<file path="src/rtl/calib_pkg.sv">
package calib_pkg;
  localparam logic [3:0] OP_CAL  = 4'hA;
  localparam logic [3:0] OP_GRST = 4'hC;

  typedef enum logic [2:0] {
    RA_NGRP = 3'd0,
    RA_MASK = 3'd1,
    RA_CTRL = 3'd2,
    RA_DLY  = 3'd3,
    RA_ACC  = 3'd4,
    RA_OVF  = 3'd5
  } reg_addr_e;

  typedef struct packed {
    logic       cal;
    logic       grst;
    logic [1:0] typ;
  } cmd_t;
endpackage

</file>
<file path="src/rtl/calib_cfg.sv">
module calib_cfg
  import calib_pkg::*;
#(
  parameter int GW   = 4,
  parameter int DLYW = 4,
  parameter int CNTW = 8,
  parameter int DW   = 8
) (
  input  logic            clk,
  input  logic            rst,
  input  logic            we,
  input  logic [2:0]      addr,
  input  logic [DW-1:0]   wdata,
  input  logic            acc_inc,
  input  logic            ovf_inc,
  output logic [GW-1:0]   ngrp_m1,
  output logic [3:0]      type_en,
  output logic            dis,
  output logic            skipzs,
  output logic [DLYW-1:0] dly,
  output logic            grp_wr,
  output logic [DW-1:0]   rdata
);
  logic [CNTW-1:0] acc_cnt, ovf_cnt;
  logic unused_wd;
  assign unused_wd = ^wdata;

  assign grp_wr = we && (addr == RA_NGRP);

  always_ff @(posedge clk) begin
    if (rst) begin
      ngrp_m1 <= '1;
      type_en <= 4'b0001;
      dis     <= 1'b0;
      skipzs  <= 1'b0;
      dly     <= '0;
      acc_cnt <= '0;
      ovf_cnt <= '0;
      rdata   <= '0;
    end else begin
      if (we) begin
        case (reg_addr_e'(addr))
          RA_NGRP: ngrp_m1 <= wdata[GW-1:0];
          RA_MASK: type_en <= wdata[3:0];
          RA_CTRL: begin
            dis    <= wdata[0];
            skipzs <= wdata[1];
          end
          RA_DLY:  dly <= wdata[DLYW-1:0];
          default: ;
        endcase
      end
      if (acc_inc) acc_cnt <= acc_cnt + 1'b1;
      if (ovf_inc) ovf_cnt <= ovf_cnt + 1'b1;
      case (reg_addr_e'(addr))
        RA_NGRP: rdata <= DW'(ngrp_m1);
        RA_MASK: rdata <= DW'(type_en);
        RA_CTRL: rdata <= DW'({skipzs, dis});
        RA_DLY:  rdata <= DW'(dly);
        RA_ACC:  rdata <= DW'(acc_cnt);
        RA_OVF:  rdata <= DW'(ovf_cnt);
        default: rdata <= '0;
      endcase
    end
  end
endmodule

</file>
<file path="src/rtl/calib_timer.sv">
module calib_timer #(
  parameter int DLYW   = 4,
  parameter int T0_DLY = 3
) (
  input  logic            clk,
  input  logic            rst,
  input  logic            start,
  input  logic [1:0]      start_typ,
  input  logic [DLYW-1:0] prog_dly,
  output logic            pend,
  output logic            fire,
  output logic [1:0]      typ_q
);
  logic [DLYW-1:0] cnt;

  assign fire = pend && (cnt == '0);

  always_ff @(posedge clk) begin
    if (rst) begin
      pend  <= 1'b0;
      cnt   <= '0;
      typ_q <= 2'd0;
    end else begin
      if (fire)      pend <= 1'b0;
      else if (pend) cnt  <= cnt - 1'b1;
      if (start) begin
        pend  <= 1'b1;
        cnt   <= (start_typ == 2'd0) ? DLYW'(T0_DLY) : prog_dly;
        typ_q <= start_typ;
      end
    end
  end
endmodule

</file>
<file path="src/rtl/calib_rr.sv">
module calib_rr #(
  parameter int NGRP = 16,
  parameter int GW   = 4
) (
  input  logic            clk,
  input  logic            rst,
  input  logic            fire,
  input  logic            clr,
  input  logic [GW-1:0]   last,
  output logic [NGRP-1:0] strobe,
  output logic            pol_even,
  output logic            pol_odd
);
  logic [GW-1:0]   ptr;
  logic            phase;
  logic [NGRP-1:0] hit;

  for (genvar g = 0; g < NGRP; g++) begin : g_lane
    assign hit[g] = fire && (ptr == GW'(g));
  end

  always_ff @(posedge clk) begin
    if (rst) begin
      ptr      <= '0;
      phase    <= 1'b0;
      strobe   <= '0;
      pol_even <= 1'b0;
      pol_odd  <= 1'b1;
    end else begin
      strobe <= hit;
      if (fire) begin
        pol_even <= phase;
        pol_odd  <= ~phase;
        phase    <= ~phase;
        ptr      <= (ptr == last) ? '0 : ptr + 1'b1;
      end
      if (clr) begin
        ptr   <= '0;
        phase <= 1'b0;
      end
    end
  end
endmodule

</file>
<file path="src/rtl/calib_inject_seq.sv">
module calib_inject_seq
  import calib_pkg::*;
#(
  parameter int NGRP   = 16,
  parameter int DLYW   = 4,
  parameter int CNTW   = 8,
  parameter int T0_DLY = 3,
  localparam int GW    = (NGRP > 1) ? $clog2(NGRP) : 1
) (
  input  logic            clk,
  input  logic            rst,
  input  logic            cmd_valid,
  input  logic [7:0]      cmd_byte,
  input  logic            cfg_we,
  input  logic [2:0]      cfg_addr,
  input  logic [7:0]      cfg_wdata,
  output logic [7:0]      cfg_rdata,
  output logic [NGRP-1:0] grp_strobe,
  output logic            pol_even,
  output logic            pol_odd,
  output logic            tag_valid,
  output logic [1:0]      tag_type,
  output logic            tag_nozs
);
  cmd_t            dc;
  logic [GW-1:0]   ngrp_m1;
  logic [3:0]      type_en;
  logic            cfg_dis, cfg_skipzs, grp_wr;
  logic [DLYW-1:0] cfg_dly;
  logic            pend, t_fire, cal_ok, start;
  logic [1:0]      t_typ;
  logic            unused_cmd;

  assign unused_cmd = ^cmd_byte;
  assign dc.cal  = cmd_valid && (cmd_byte[7:4] == OP_CAL);
  assign dc.grst = cmd_valid && (cmd_byte[7:4] == OP_GRST);
  assign dc.typ  = cmd_byte[1:0];

  assign cal_ok = dc.cal && type_en[dc.typ];
  assign start  = cal_ok && !cfg_dis && !pend;

  calib_cfg #(.GW(GW), .DLYW(DLYW), .CNTW(CNTW), .DW(8)) u_cfg (
    .clk(clk), .rst(rst), .we(cfg_we), .addr(cfg_addr), .wdata(cfg_wdata),
    .acc_inc(cal_ok && (cfg_dis || !pend)),
    .ovf_inc(cal_ok && !cfg_dis && pend),
    .ngrp_m1(ngrp_m1), .type_en(type_en), .dis(cfg_dis), .skipzs(cfg_skipzs),
    .dly(cfg_dly), .grp_wr(grp_wr), .rdata(cfg_rdata)
  );

  calib_timer #(.DLYW(DLYW), .T0_DLY(T0_DLY)) u_tmr (
    .clk(clk), .rst(rst), .start(start), .start_typ(dc.typ),
    .prog_dly(cfg_dly), .pend(pend), .fire(t_fire), .typ_q(t_typ)
  );

  calib_rr #(.NGRP(NGRP), .GW(GW)) u_rr (
    .clk(clk), .rst(rst), .fire(t_fire && !cfg_dis), .clr(dc.grst || grp_wr),
    .last(ngrp_m1), .strobe(grp_strobe), .pol_even(pol_even), .pol_odd(pol_odd)
  );

  always_ff @(posedge clk) begin
    if (rst) begin
      tag_valid <= 1'b0;
      tag_type  <= 2'd0;
      tag_nozs  <= 1'b0;
    end else begin
      tag_valid <= |grp_strobe;
      tag_type  <= t_typ;
      tag_nozs  <= (|grp_strobe) && cfg_skipzs;
    end
  end
endmodule

</file>
<file path="config.mk">
export PLATFORM = sky130hd
export DESIGN_NAME = calib_inject_seq
export DESIGN_NICKNAME = d
export VERILOG_FILES = /design/src/rtl/calib_pkg.sv /design/src/rtl/calib_cfg.sv /design/src/rtl/calib_timer.sv /design/src/rtl/calib_rr.sv /design/src/rtl/calib_inject_seq.sv
export SDC_FILE = /design/constraint.sdc
export NUM_CORES = 1
export LEC_CHECK = 0
export ABC_AREA = 1
export CORE_MARGIN = 1.5
export CORE_UTILIZATION = 29
export CTS_CLUSTER_DIAMETER = 200
export DETAILED_ROUTE_END_ITERATION = 16
export DONT_BUFFER_PORTS = 1
export MAX_ROUTING_LAYER = met4
export PLACE_DENSITY = 0.45
export SLEW_MARGIN = 30
export SYNTH_ARGS = -nofsm -noshare
export SYNTH_HDL_FRONTEND = slang
export SYNTH_HIERARCHICAL = 1
export SYNTH_SLANG_ARGS = --single-unit
</file>
<file path="constraint.sdc">
create_clock -name clk -period 3.9 [get_ports clk]
set_input_delay 0.195 -clock clk [delete_from_list [all_inputs] [get_ports clk]]
set_output_delay 0.195 -clock clk [all_outputs]
set_load 0.05 [all_outputs]
</file>
==> summary.txt <==
CTS
  • H-tree Lvls: 3
  • Max Root-Sink Buffers: 2
  • Number of gates resized after CTS: 0
  • Total CTS buffers: 9
  • Reg clk slew, reported paths: 60 ps
  • Hold_buf cts: 5
  • Clk sinks: 72
  • CTS tree: yes
  • CTS Root Cell: clkbuf_16
  • Worst skew pair latency: 330 ps
  • Post-CTS setup buffers: 0

Synth
  • Post-Syn Area: 3330 um2
  • Yosys warns: 6
  • Top FF cell, synth: dfxtp_1
  • Ys async rst share: 0%
  • Top cells by area, synth: dfxtp_1, nand2_1, nor2_1, nand3_1, inv_1
  • Number of flops mapped to enable cells by yosys: 0
  • Syn nets: 493
  • Cells after Synth: roughly 460
  • Most frequent cell after synthesis: nand2_1
  • Commonest cells in the netlist: nand2_1, nor2_1, dfxtp_1, nand3_1, inv_1
  • Post-synthesis cell type count: 33
  • Mean Syn Cell Area: 7.21 um2
  • Register area share after synthesis: 43.3%
  • Synthesized flop and latch total: 72
  • Area leader, netlist: dfxtp_1
  • Post-synth top area share: 43.3%

Setup path
  • WP data required: 4120 ps
  • Buffers and inverters on the worst path: 0
  • WS Path Type: flop to flop
  • Worst Path Arrival: 2030 ps
  • Crit-path max cell delay: between 300 and 400 ps
  • Most used cell, CP: nand2_1
  • CP max stage cell: dfxtp_1
  • FF-to-FF Start: u_cfg/type_en[1]$_SDFFE_PP0P_
  • Worst r2r path cells: 9
  • R2R Path End: u_cfg/ovf_cnt[5]$_SDFFE_PP0P_
  • Crit-path cells: a21oi_1 -> nand2_1 -> nand3_2 -> nor2_1 -> nand2_1 -> nor2_1 -> nand2_1 -> o21ai_0 -> a21oi_1
  • CP top delay family: simple AND/OR/NAND/NOR gates
  • Crit end category: flop
  • CP startpoint kind: flop
  • R2r setup slk: between 2000 and 2500 ps
  • Worst-path maximum fanout: 7

Pwr
  • Peak VDD IR: ~0.28 mV
  • Logic pwr share: 3.8%
  • Reg power frac: 46.0%
  • Clock group share of total power: around half
  • Lkg Pwr: between 1.5 and 2 nW
  • Psw: ~360 uW
  • Internal: 1.28 mW
  • Total Power: about 1.6 mW
  • PD cells: 434 nW/um2
  • Net Sw Frac: 22.2%

GRT
  • Initial antenna violation count: 1
  • GRT met2 Usage: 22.8%
  • Gr ovfl total: 0
  • Vias in the first global route: 2661
  • Global-route wire length before repair: 12.7 mm
  • Grt met1 use: 17.4%
  • GR Layer Usage met3: 4.23%
  • Grt peak-use layer: met2
  • Largest net degree at the start of global routing: 23
  • Total track usage: around 14%

STA
  • Setup TNS: 0 ps
  • Max Slew Vio Count: 0
  • Minimum clock period: 1810 ps
  • Worst slew pin tran: around 570 ps
  • Layout Skew: 7.30 ps
  • Fmax: 552 MHz
  • Final hold vios: 0
  • Fin crit share: 46.5%
  • Final setup fails: 0
  • Relative slew slack: between 60% and 70%
  • RSZ-0062 raised after global routing: false

Min path
  • Hold Path Sink: u_cfg/ovf_cnt[4]$_SDFFE_PP0P_
  • Worst hold path type: primary input to flop
  • Worst Hold Depth: 2
  • Worst Hold Launch: rst

Final layout
  • Final instance area: about 3800 um2
  • FF+latch area: 1440 um2
  • Area Overhead vs Synth: 13.7%
  • N_diodes: 0
  • Fillers: 1184
  • Footprint of the multi-input gates: between 1500 and 2000 um2
  • Share of cells above drive strength 1: 11.9%
  • Nets: 498

Placed design
  • Final HPWL from detailed placement: 5.56 mm
  • Gp weighted congestion: 0.801
  • Placed inst area: 3430 um2
  • I/O Buffers: 0

Route
  • First-pass iteration count of the detailed router: 4
  • Vias per cell: 4.62
  • Antenna Nets Post-Route: 0
  • Drt first-iter violations: 151
  • Final WL: 7.85 mm
  • Residual DRC: 0
  • Via count: 2828
  • Routed length per placed instance: 12.8 um

Run status
  • Status: complete, no violations

Die
  • Die H: 110 um
  • Core Region: between 10000 and 15000 um2
  • Die Area: ~12000 um2
  • Starting Density: 30.2%
  • DIE WIDTH: 110 um
  • Row cnt: 38
  • Top-Level Pins: 53

Job
  • MaxCap Viol Count: 0
[through the flow]
| step | utilization [%] | hold slack (ps) | cells | worst slack [ps] |
|---|---|---|---|---|
| 3_3_place_gp | 31.1 | 268 | 590 | 2160 |
| 4_1_cts | 34.3 | 2.71 | 611 | 2110 |
| 6_report | 34.3 | 20.0 | 612 | 2090 |
| 2_1_floorplan | - | 264 | 462 | 2380 |
| 5_1_grt | 34.3 | 11.2 | 612 | 1840 |
| 3_5_place_dp | 31.1 | 270 | 590 | 2110 |
[kinds of logic (layout without fill, tap and decap cells)]
| family | after synthesis | count (layout) | share of synthesized area, % |
|---|---|---|---|
| fa+ha+maj | 8 | 8 | 3.01 |
| xor+xnor | 5 | 5 | 1.31 |
| simple gates | 267 | 267 | 36.6 |
| compound gates | 47 | 47 | 7.63 |
| flops | 72 | 72 | 43.3 |
| buf+inv | 63 | 73 | 8.23 |
[power by group through the flow]
| stage | Sequential [mW] | Clock [mW] | Combinational, mW |
|---|---|---|---|
| 2_1_floorplan | 0.770 | 0 | 0.0555 |
| 3_3_place_gp | 0.773 | 0 | 0.0519 |
| 3_5_place_dp | 0.773 | 0 | 0.0524 |
| 4_1_cts | 0.757 | 0.858 | 0.0622 |
| 5_1_grt | 0.757 | 0.885 | 0.0713 |
| 6_report | 0.757 | 0.825 | 0.0623 |
[sequential cells by signal, indices dropped and copies added, names as in the netlist, 8 cells and up]
signal	cells
u_cfg/acc_cnt	8
u_rr/strobe	16
u_cfg/ovf_cnt	8
u_cfg/rdata	8
[layout make-up]
type	instances	share of cell area, %
clock inverters	6	1.75
well taps	140	4.63
flip-flops and latches	72	38.1
inverters	50	4.96
clock buffers	10	6.31
repair buffers	7	1.65
multi-input cells	327	42.6
[layer usage]
layer,vias up,share of wire (%)
li1,1488,-
met1,1291,49
met2,47,46
met3,2,3.8
met4,0,0.45
met5,-,0
[worst max path at each step]
stage / start / to / slack (ps) / depth (start not counted)
finish: u_cfg/type_en[1]$_SDFFE_PP0P_ / u_cfg/ovf_cnt[5]$_SDFFE_PP0P_ / 2090 / 9
global route: u_cfg/type_en[0]$_SDFFE_PP1P_ / u_cfg/ovf_cnt[5]$_SDFFE_PP0P_ / 1840 / 9
CTS: u_cfg/type_en[1]$_SDFFE_PP0P_ / u_cfg/ovf_cnt[5]$_SDFFE_PP0P_ / 2110 / 9
detailed placement: u_cfg/type_en[1]$_SDFFE_PP0P_ / u_cfg/ovf_cnt[5]$_SDFFE_PP0P_ / 2110 / 9
global placement: u_cfg/type_en[1]$_SDFFE_PP0P_ / u_cfg/ovf_cnt[5]$_SDFFE_PP0P_ / 2160 / 9
floorplan: u_tmr/cnt[0]$_SDFFE_PP0P_ / u_rr/ptr[1]$_SDFFE_PP0P_ / 2380 / 12
[layout by cell type, fill, tap and decap left out, types with 2 or more instances in the layout]
cell type	count
nor3_1	6
nand2_4	3
nand3_1	44
nor2_4	4
nor2_2	8
nand2_2	4
nand4_1	14
clkinv_2	2
nor2_1	85
inv_2	12
nand2_1	92
xnor2_1	4
ha_1	8
nand3_2	3
clkinv_4	2
o21a_1	3
inv_1	37
dfxtp_1	72
o21ai_0	14
clkbuf_16	9
dlygate4sd3_1	5
a21oi_1	27
(Power assumes the default switching activity.)
